File: config.mk
export PLATFORM = sky130hd
export DESIGN_NAME = tfg_frame_gen
export DESIGN_NICKNAME = d
export VERILOG_FILES = /design/src/rtl/tfg_pkg.sv /design/src/rtl/tfg_frame_cnt.sv /design/src/rtl/tfg_ctrl_reg.sv /design/src/rtl/tfg_shaper.sv /design/src/rtl/tfg_frame_gen.sv
export SDC_FILE = /design/constraint.sdc
export NUM_CORES = 1
export LEC_CHECK = 0
export ABC_CLOCK_PERIOD_IN_PS = 8700
export BUFFER_PORTS_ARGS = -buffer_cell sky130_fd_sc_hd__buf_4
export CAP_MARGIN = 20
export CORE_MARGIN = 5
export CORE_UTILIZATION = 38
export DETAILED_ROUTE_END_ITERATION = 7
export RECOVER_POWER = 100
export SYNTH_ARGS = -nofsm -noshare
export SYNTH_HDL_FRONTEND = slang
export SYNTH_SLANG_ARGS = --single-unit
File: constraint.sdc
create_clock -name clk -period 8.7 [get_ports clk]
set_clock_uncertainty 0.1 [all_clocks]
set_input_delay 0.87 -clock clk [delete_from_list [all_inputs] [get_ports clk]]
set_output_delay 0.87 -clock clk [all_outputs]
set_load 0.03 [all_outputs]
File: src/rtl/tfg_pkg.sv
`timescale 1ns/1ps
package tfg_pkg;

    // Control word layout
    localparam int unsigned CTRL_W       = 16;
    localparam int unsigned RATE_LSB     = 12;
    localparam int unsigned CLK_INV_BIT  = 11;
    localparam int unsigned FP_HIGH_BIT  = 10;
    localparam int unsigned FP_EDGE_BIT  = 9;

    // Output clock rates: slowest period is 2**MAX_PER_LOG2 reference cycles
    localparam int unsigned NUM_RATES    = 4;
    localparam int unsigned MAX_PER_LOG2 = 4;
    localparam int unsigned MAX_PERIOD   = 1 << MAX_PER_LOG2;

    typedef enum logic [1:0] {
        RATE_DIV16 = 2'd0,
        RATE_DIV8  = 2'd1,
        RATE_DIV4  = 2'd2,
        RATE_DIV2  = 2'd3
    } rate_e;

    typedef struct packed {
        rate_e rate;
        logic  clk_inv;     // 1: rising edge at boundary
        logic  fp_high;     // 1: pulse active high
        logic  fp_at_edge;  // 1: pulse starts at boundary
    } tfg_cfg_t;

    function automatic tfg_cfg_t decode_ctrl(input logic [CTRL_W-1:0] w);
        tfg_cfg_t c;
        c.rate       = rate_e'(w[RATE_LSB +: 2]);
        c.clk_inv    = w[CLK_INV_BIT];
        c.fp_high    = w[FP_HIGH_BIT];
        c.fp_at_edge = w[FP_EDGE_BIT];
        return c;
    endfunction

    function automatic int unsigned period_of(input rate_e r);
        return MAX_PERIOD >> int'(r);
    endfunction

endpackage

File: src/rtl/tfg_frame_cnt.sv
`timescale 1ns/1ps
module tfg_frame_cnt #(
    parameter int unsigned FRAME_LEN = 8192,
    parameter int unsigned LOAD_AT   = 8176,
    localparam int unsigned CNT_W    = $clog2(FRAME_LEN)
) (
    input  logic             clk,
    input  logic             rst,
    output logic [CNT_W-1:0] cnt_nxt,
    output logic             load_nxt
);

    logic [CNT_W-1:0] cnt_q;

    always_comb begin
        if (cnt_q == CNT_W'(FRAME_LEN - 1)) begin
            cnt_nxt = '0;
        end else begin
            cnt_nxt = cnt_q + 1'b1;
        end
        load_nxt = (cnt_nxt == CNT_W'(LOAD_AT));
    end

    always_ff @(posedge clk) begin
        if (rst) begin
            cnt_q <= '0;
        end else begin
            cnt_q <= cnt_nxt;
        end
    end

endmodule

File: src/rtl/tfg_ctrl_reg.sv
`timescale 1ns/1ps
module tfg_ctrl_reg
    import tfg_pkg::*;
#(
    parameter int unsigned        ADDR_W    = 8,
    parameter logic [ADDR_W-1:0]  CTRL_ADDR = 8'h10
) (
    input  logic              clk,
    input  logic              rst,
    input  logic              wr_en,
    input  logic [ADDR_W-1:0] wr_addr,
    input  logic [CTRL_W-1:0] wr_data,
    input  logic              load_nxt,
    output tfg_cfg_t          cfg_nxt
);

    logic [CTRL_W-1:0] ctrl_q;   // pending word, as written
    tfg_cfg_t          cfg_q;    // active settings
    logic              hit;

    assign hit = wr_en && (wr_addr == CTRL_ADDR);

    always_ff @(posedge clk) begin
        if (rst) begin
            ctrl_q <= '0;
        end else if (hit) begin
            ctrl_q <= wr_data;
        end
    end

    // The pending word only becomes active at the load point ahead of a boundary
    always_comb begin
        if (load_nxt) begin
            cfg_nxt = decode_ctrl(ctrl_q);
        end else begin
            cfg_nxt = cfg_q;
        end
    end

    always_ff @(posedge clk) begin
        if (rst) begin
            cfg_q <= '0;
        end else begin
            cfg_q <= cfg_nxt;
        end
    end

endmodule

File: src/rtl/tfg_shaper.sv
`timescale 1ns/1ps
module tfg_shaper
    import tfg_pkg::*;
#(
    parameter int unsigned FRAME_LEN = 8192,
    localparam int unsigned CNT_W    = $clog2(FRAME_LEN)
) (
    input  logic             clk,
    input  logic             rst,
    input  logic [CNT_W-1:0] cnt_nxt,
    input  tfg_cfg_t         cfg_nxt,
    output logic             ck_o,
    output logic             fp_o
);

    // Output levels at counter 0 with the all-zero setting:
    // clock tap low, pulse window open and active low.
    localparam logic CK_RST = 1'b0;
    localparam logic FP_RST = 1'b0;

    logic [NUM_RATES-1:0] tap;      // raw clock for each rate
    logic [NUM_RATES-1:0] win_mid;  // straddling pulse window
    logic [NUM_RATES-1:0] win_lead; // pulse window starting at boundary

    for (genvar r = 0; r < NUM_RATES; r++) begin : g_rate
        localparam int unsigned PER  = MAX_PERIOD >> r;
        localparam int unsigned HALF = PER / 2;
        assign tap[r]      = cnt_nxt[MAX_PER_LOG2 - 1 - r];
        assign win_mid[r]  = (cnt_nxt >= CNT_W'(FRAME_LEN - HALF)) ||
                             (cnt_nxt <  CNT_W'(HALF));
        assign win_lead[r] = (cnt_nxt <  CNT_W'(PER));
    end

    logic ck_d;
    logic win;
    logic fp_d;

    always_comb begin
        ck_d = tap[cfg_nxt.rate] ^ cfg_nxt.clk_inv;
        win  = cfg_nxt.fp_at_edge ? win_lead[cfg_nxt.rate] : win_mid[cfg_nxt.rate];
        fp_d = cfg_nxt.fp_high ? win : ~win;
    end

    always_ff @(posedge clk) begin
        if (rst) begin
            ck_o <= CK_RST;
            fp_o <= FP_RST;
        end else begin
            ck_o <= ck_d;
            fp_o <= fp_d;
        end
    end

endmodule

File: src/rtl/tfg_frame_gen.sv
`timescale 1ns/1ps
module tfg_frame_gen
    import tfg_pkg::*;
#(
    parameter int unsigned       FRAME_LEN = 8192,
    parameter int unsigned       ADDR_W    = 8,
    parameter logic [ADDR_W-1:0] CTRL_ADDR = 8'h10
) (
    input  logic              clk,
    input  logic              rst,
    input  logic              wr_en,
    input  logic [ADDR_W-1:0] wr_addr,
    input  logic [CTRL_W-1:0] wr_data,
    output logic              ck_o,
    output logic              fp_o
);

    localparam int unsigned CNT_W   = $clog2(FRAME_LEN);
    localparam int unsigned LOAD_AT = FRAME_LEN - MAX_PERIOD;

    logic [CNT_W-1:0] cnt_nxt;
    logic             load_nxt;
    tfg_cfg_t         cfg_nxt;

    tfg_frame_cnt #(
        .FRAME_LEN (FRAME_LEN),
        .LOAD_AT   (LOAD_AT)
    ) u_cnt (
        .clk      (clk),
        .rst      (rst),
        .cnt_nxt  (cnt_nxt),
        .load_nxt (load_nxt)
    );

    tfg_ctrl_reg #(
        .ADDR_W    (ADDR_W),
        .CTRL_ADDR (CTRL_ADDR)
    ) u_ctrl (
        .clk      (clk),
        .rst      (rst),
        .wr_en    (wr_en),
        .wr_addr  (wr_addr),
        .wr_data  (wr_data),
        .load_nxt (load_nxt),
        .cfg_nxt  (cfg_nxt)
    );

    tfg_shaper #(
        .FRAME_LEN (FRAME_LEN)
    ) u_shape (
        .clk     (clk),
        .rst     (rst),
        .cnt_nxt (cnt_nxt),
        .cfg_nxt (cfg_nxt),
        .ck_o    (ck_o),
        .fp_o    (fp_o)
    );

endmodule

## Yosys cells after proc, flatten, opt, wreduce, memory -nomap -nowiden

Cells that the tools add are included.

| storage, ports and cells | value |
|---|---|
| flip-flop bits (word level) | 34 |
| latch bits | 0 |
| RAM bits | 0 |
| ROM bits | 0 |
| input port bits | 27 |
| output and inout port bits | 2 |
| word-level logic and storage cells | 39 |
| memories kept | 0 |

| operators by class | value |
|---|---|
| add/sub/neg operators | 1 |
| multipliers | 0 |
| div/mod/pow operators | 0 |
| order comparisons | 10 |
| eq/ne operators | 3 |
| shifts and indexed selects | 0 |
| muxes and demuxes | 10 |
| bitwise gates (word level) | 2 |
| reduce and logical (&&, ||, !) cells | 5 |

Operator list:

| operator | number |
|---|---|
| $ge A13 B13 Y1 const B | 4 |
| $eq A13 B13 Y1 const B | 2 |
| $add A13 B1 Y13 const B | 1 |
| $lt A13 B1 Y1 const B | 1 |
| $lt A13 B2 Y1 const B | 1 |
| $lt A13 B3 Y1 const B | 1 |
| $lt A13 B4 Y1 const B | 1 |
| $lt A13 B5 Y1 const B | 1 |
| $mux W13 | 1 |
| $eq A8 B5 Y1 const B | 1 |
| $bmux W1 S2 | 3 |
| $mux W1 | 5 |
| $mux W5 | 1 |
| $logic_or A1 B1 Y1 | 4 |
| $lt A2 B3 Y1 const B | 1 |
| $logic_and A1 B1 Y1 | 1 |
| $not A1 Y1 | 1 |
| $xor A1 B1 Y1 | 1 |

## Longest topological paths before layout

| depth | value |
|---|---|
| word-level depth | 9 |
| depth in mapped cells | 13 |
| gate-level depth less buffers | 11 |

## Modules after synthesis

A second synthesis with hierarchy kept.

| unflattened totals | value |
|---|---|
| cell total of the unflattened synthesis | 147 |
| area total of the unflattened synthesis | 1352.5 um^2 |

By module, submodules not included:

| module | times used | cells each | area each (um^2) | seq. area each (um^2) |
|---|---|---|---|---|
| tfg_frame_cnt | 1 | 76 | 691.9 | 260.2 |
| tfg_ctrl_reg | 1 | 40 | 439.2 | 200.2 |
| tfg_shaper | 1 | 31 | 221.5 | 40.0 |

## Least setup slack after synthesis

No wires, ideal clock.

| timing | value |
|---|---|
| path type | flip-flop to flip-flop |
| from | register u_cnt.cnt_q[1] |
| to | register u_shape.fp_o |
| setup time | 125 ps |
| arrival | 2834 ps |
| data required time | 8475 ps |
| slack | 5641 ps |
| stages on the path, launching flop included | 13 |
| path buffers | 1 |
| period minus slack after synthesis | 3059 ps |
| cell sequence | dfxtp_1 ha_1 nand3_1 mux2i_1 o2111ai_1 or4_4 or3_1 buf_6 mux2i_4 o211ai_1 a31oi_1 nor3_1 nor3_2 |

| on the way | value |
|---|---|
| word-level cells in the longest chain between the ends | 9 |
| elaborated cells between the ends (all ways) | 25 |
| classes of those cells | add/sub: 1; order compare: 9; eq/ne: 2; mux: 8; bitwise: 1; reduce/logical: 4 |

RTL lines:

| element | line | RTL |
|---|---|---|
| start, declared | tfg_frame_cnt.sv:13 | `logic [CNT_W-1:0] cnt_q;` |
| start signal, assigned | tfg_frame_cnt.sv:28 | `cnt_q <= cnt_nxt;` |
| $add A13 B1 Y13 or $eq A13 B13 Y1 (tied branches) | tfg_frame_cnt.sv:19, tfg_frame_cnt.sv:16 |  |
| $mux W13 * | tfg_frame_cnt.sv:16 | `if (cnt_q == CNT_W'(FRAME_LEN - 1)) begin` |
| $ge A13 B13 Y1 (tied with other cells) | tfg_shaper.sv:29 | `assign win_mid[r] = (cnt_nxt >= CNT_W'(FRAME_LEN - HALF)) \|\|` |
| $logic_or A1 B1 Y1 or $mux W5 (tied branches) | tfg_shaper.sv:29, tfg_ctrl_reg.sv:33 |  |
| $bmux W1 S2 | tfg_shaper.sv:40 | `win = cfg_nxt.fp_at_edge ? win_lead[cfg_nxt.rate] : win_mid[cfg_nxt.rate];` |
| $mux W1 (implied by the code) | tfg_shaper.sv:40 |  |
| $mux W1 | tfg_shaper.sv:40 |  |
| $not A1 Y1 | tfg_shaper.sv:41 | `fp_d = cfg_nxt.fp_high ? win : ~win;` |
| $mux W1 * | tfg_shaper.sv:41 |  |
| end signal, assigned | tfg_shaper.sv:50 | `fp_o <= fp_d;` |
| end, declared | tfg_shaper.sv:13 | `output logic fp_o` |

Mark *: on every way between the ends. The rest lies on a longest branch, timed or not. The select of a mux whose other input is x is not followed.
A chain may end at the register's enable or synchronous reset.

## Worst setup path in the final report

| timing | value |
|---|---|
| from | register u_cnt.cnt_q[0] |
| to | register u_shape.fp_o |

The elaborated chain is that of the path after synthesis.

==> summary.md <==
| Metric | Value |
|---|---|
| Outcome | `finished, final reports clean` |
| # fillers | `437` |
| Die Span Y | `74.64 um` |
| First-pass GRT wire length | `5968 um` |
| CP bufs+invs | `0` |
| Setup ws final | `between 4 and 5 ns` |
| #FFs+latches synth | `25` |
| Die area | `5571 sq um` |
| Drt wl/cell | `13.78 um` |
| Ys flop type | `dfxtp_1` |
| Final min period | `4.105 ns` |
| IO Pins | `29` |
| H-tree lvl count | `1` |
| CTS tree | `yes` |
| Flop-to-flop setup slack | `4.60 ns` |
| Seq. cell area | `500.5 sq um` |
| Share of cells above drive strength 1 | `13.71%` |
| Placed cell count | `approximately 240` |
| Peak supply drop | `0.07334 mV` |
| Fmax | `243.6 MHz` |
| Syn Nets | `220` |
| Setup crit start | `u_cnt.cnt_q[0]` |
| Crit path required time | `between 8 and 9 ns` |
| Fin. max-slew vios | `0` |
| Worst EP arrival | `4.16 ns` |
| DP Worst Slack | `4.777 ns` |
| CP most frequent cell | `mux2i_1` |
| Stages on worst setup path | `11` |
| Die outline width | `74.64 um` |
| Fin cells | `around 250` |
| Initial core utilization | `39.41%` |
| Delay-heaviest family, CP | `simple AND/OR/NAND/NOR gates` |
| Area contributors post-synth | `dfxtp_1, mux2i_1, nor2_1, xnor2_1, nor3_1` |
| Crit-path max FO | `12` |
| Longest Clk Path Bufs | `2` |
| Most common cell after layout, fill and taps aside | `nor2_1` |
| Leak pwr | `0.6943 nW` |
| Largest net degree at the start of global routing | `26` |
| Hold Violations, Final | `0` |
| Yosys cell types | `50` |
| Final antenna-violating net count | `0` |
| CP max-delay cell | `or4_1` |
| CTS Hold Bufs | `0` |
| Initial antenna violation count | `0` |
| Register area share after synthesis | `31.52%` |
| Post-CTS Setup Inserts | `0` |
| Post-CTS sizing | `0` |
| Slew headroom | `62.58%` |
| Synthesized area | `roughly 1600 sq um` |
| # clock sinks | `25` |
| Synth top area share | `31.52%` |
| CP Class | `reg2reg` |
| Iter 0 DRT Violations | `~160` |
| Drt first pass iters | `4` |
| # setup viols final | `0` |
| Cells after Synth | `roughly 190` |
| Pwr dens | `121.0 nW/um^2` |
| DP HPWL | `2420 um` |
| Final Cycle Share | `47.18%` |
| Slowest stage delay, CP | `approximately 0.62 ns` |
| Hold Path Class | `reg2reg` |
| Clk slew on worst S/H paths | `approximately 0.09 ns` |
| Congestion Overflow GR | `0` |
| Startpoint Class | `register` |
| RSZ-0062 raised after global routing | `false` |
| DR vias | `roughly 1400` |
| # diodes | `0` |
| Yosys warnings | `0` |
| Post-synth top area cell | `dfxtp_1` |
| Crit path to | `u_shape.fp_o` |
| IO buf count | `17` |
| Final net count | `around 230` |
| Remaining DRCs | `0` |
| Worst-Skew Late Latency | `around 0.27 ns` |
| Setup TNS | `0 ns` |
| Area Overhead vs Synth | `7.644%` |
| Area of the multi-input gates | `964.7 sq um` |
| Post-DP Area | `1700 sq um` |
| Via/cell ratio | `~5.6` |
| Mapped Avg Cell Area | `a little over 8 sq um` |
| Routed WL | `around 3400 um` |
| CP Cell Sequence | `ha_1 > nand3_1 > mux2i_1 > o2111ai_1 > or4_1 > or3_1 > mux2i_1 > o211ai_1 > a31oi_1 > o21a_1 > nor3_2` |
| Number of synthesized flops with an enable pin | `0` |
| Row Count | `23` |
| Fin area | `1709 sq um` |
| Nature of the critical path endpoint | `register` |
| Vias in the first global route | `1296` |
| Root Driver | `clkbuf_8` |
| Asr flop ratio synth | `0%` |
| GR Util All Layers | `13.60%` |
| R2R Path End | `u_shape.fp_o` |
| Core area | `4029 sq um` |
| Placer Congestion | `about 0.88` |
| R2R depth | `11` |
| Num CTS Buffers | `3` |
| Slew @ Worst Pin | `0.5561 ns` |
| Worst r2r src | `u_cnt.cnt_q[0]` |
| Max cap viols | `0` |
| Most frequent cells in the layout | `nor2_1, dfxtp_1, mux2i_1` |
-- layer usage --
metal / global-route usage [%] / vias up / share of wire [%]
met5: 0 / - / 0
met4: 6.126 / 0 / 1.1
met3: 2.136 / 2 / 3.3
met2: 19.12 / 23 / 44
met1: 20.28 / 641 / 52
li1: - / 705 / -
-- stage by stage --
step / hold WS [ns] / utilization, % / total power, mW
2_1_floorplan: 0.3627 / - / 0.1315
3_3_place_gp: 0.3822 / 42.21 / 0.1391
3_5_place_dp: 0.3901 / 42.21 / 0.1391
4_1_cts: 0.4122 / 43.35 / 0.2086
5_1_grt: 0.4435 / 42.42 / 0.2171
6_report: 0.4001 / 42.42 / 0.2069
-- power breakdown --
part / leakage, nW / switching (mW) / internal, mW
Sequential: 0.202 / 0.00335 / 0.116
Clock: 0.0255 / 0.0387 / 0.0321
Combinational: 0.467 / 0.00859 / 0.00866
-- kinds of logic (layout without fill, tap and decap cells) --
group / Yosys count / in the layout / share of synthesized area (%)
AND/OR/NAND/NOR: 95 / 95 / 33.49
flip-flops: 25 / 25 / 31.52
AO/OA/AOI/OAI: 24 / 24 / 10.64
buffers and inverters: 19 / 25 / 5.831
multiplexers: 16 / 16 / 11.43
XOR/XNOR: 10 / 10 / 5.517
adder cells (fa/ha/maj): 2 / 2 / 1.576
-- cells in the mapped netlist, types with 3 or more instances --
| library cell | instances |
|---|---|
| nand3b_1 | 3 |
| nor3_1 | 11 |
| nand2_1 | 9 |
| and4_1 | 3 |
| o21ai_0 | 3 |
| inv_1 | 3 |
| mux2i_1 | 12 |
| a21oi_1 | 3 |
| nor2_1 | 28 |
| xor2_1 | 3 |
| clkbuf_1 | 5 |
| o221ai_1 | 3 |
| nand3_1 | 10 |
| xnor2_1 | 7 |
| dfxtp_1 | 25 |
| nor4_1 | 6 |
| a21o_1 | 3 |
| nor4b_1 | 3 |
| buf_2 | 8 |
-- final cells by class --
class	instances	area share [%]
clock buffers	3	2.416
clock inverters	1	0.2928
inverters	4	0.8785
multi-input cells	147	56.44
flip-flops and latches	25	29.28
well taps	50	3.660
repair buffers	17	7.028
-- registers in the layout, summed over array words and instances, names as in the netlist --
name           flops
u_shape.ck_o       1
u_cnt.cnt_q       13
u_ctrl.cfg_q       5
u_ctrl.ctrl_q      5
u_shape.fp_o       1
-- how the worst min path moves through the flow --
stage,from,endpoint,depth (start not counted)
2_1_floorplan,u_ctrl.ctrl_q[10],u_ctrl.ctrl_q[10],2
3_3_place_gp,u_ctrl.ctrl_q[10],u_ctrl.ctrl_q[10],2
3_5_place_dp,u_ctrl.ctrl_q[11],u_ctrl.ctrl_q[11],2
4_1_cts,u_ctrl.ctrl_q[11],u_ctrl.ctrl_q[11],2
5_1_grt,u_ctrl.ctrl_q[10],u_ctrl.ctrl_q[10],2
6_report,u_ctrl.ctrl_q[11],u_ctrl.ctrl_q[11],2
-- worst min-delay path: cells and delay by family, from the launching register on --
| kind | cells | cell delay [ns] |
|---|---|---|
| muxes | 1 | 0.07 |
| and+or+nand+nor | 1 | 0.07 |
| DFF | 1 | 0.33 |
Note: power is estimated with default switching activity, not from simulation.
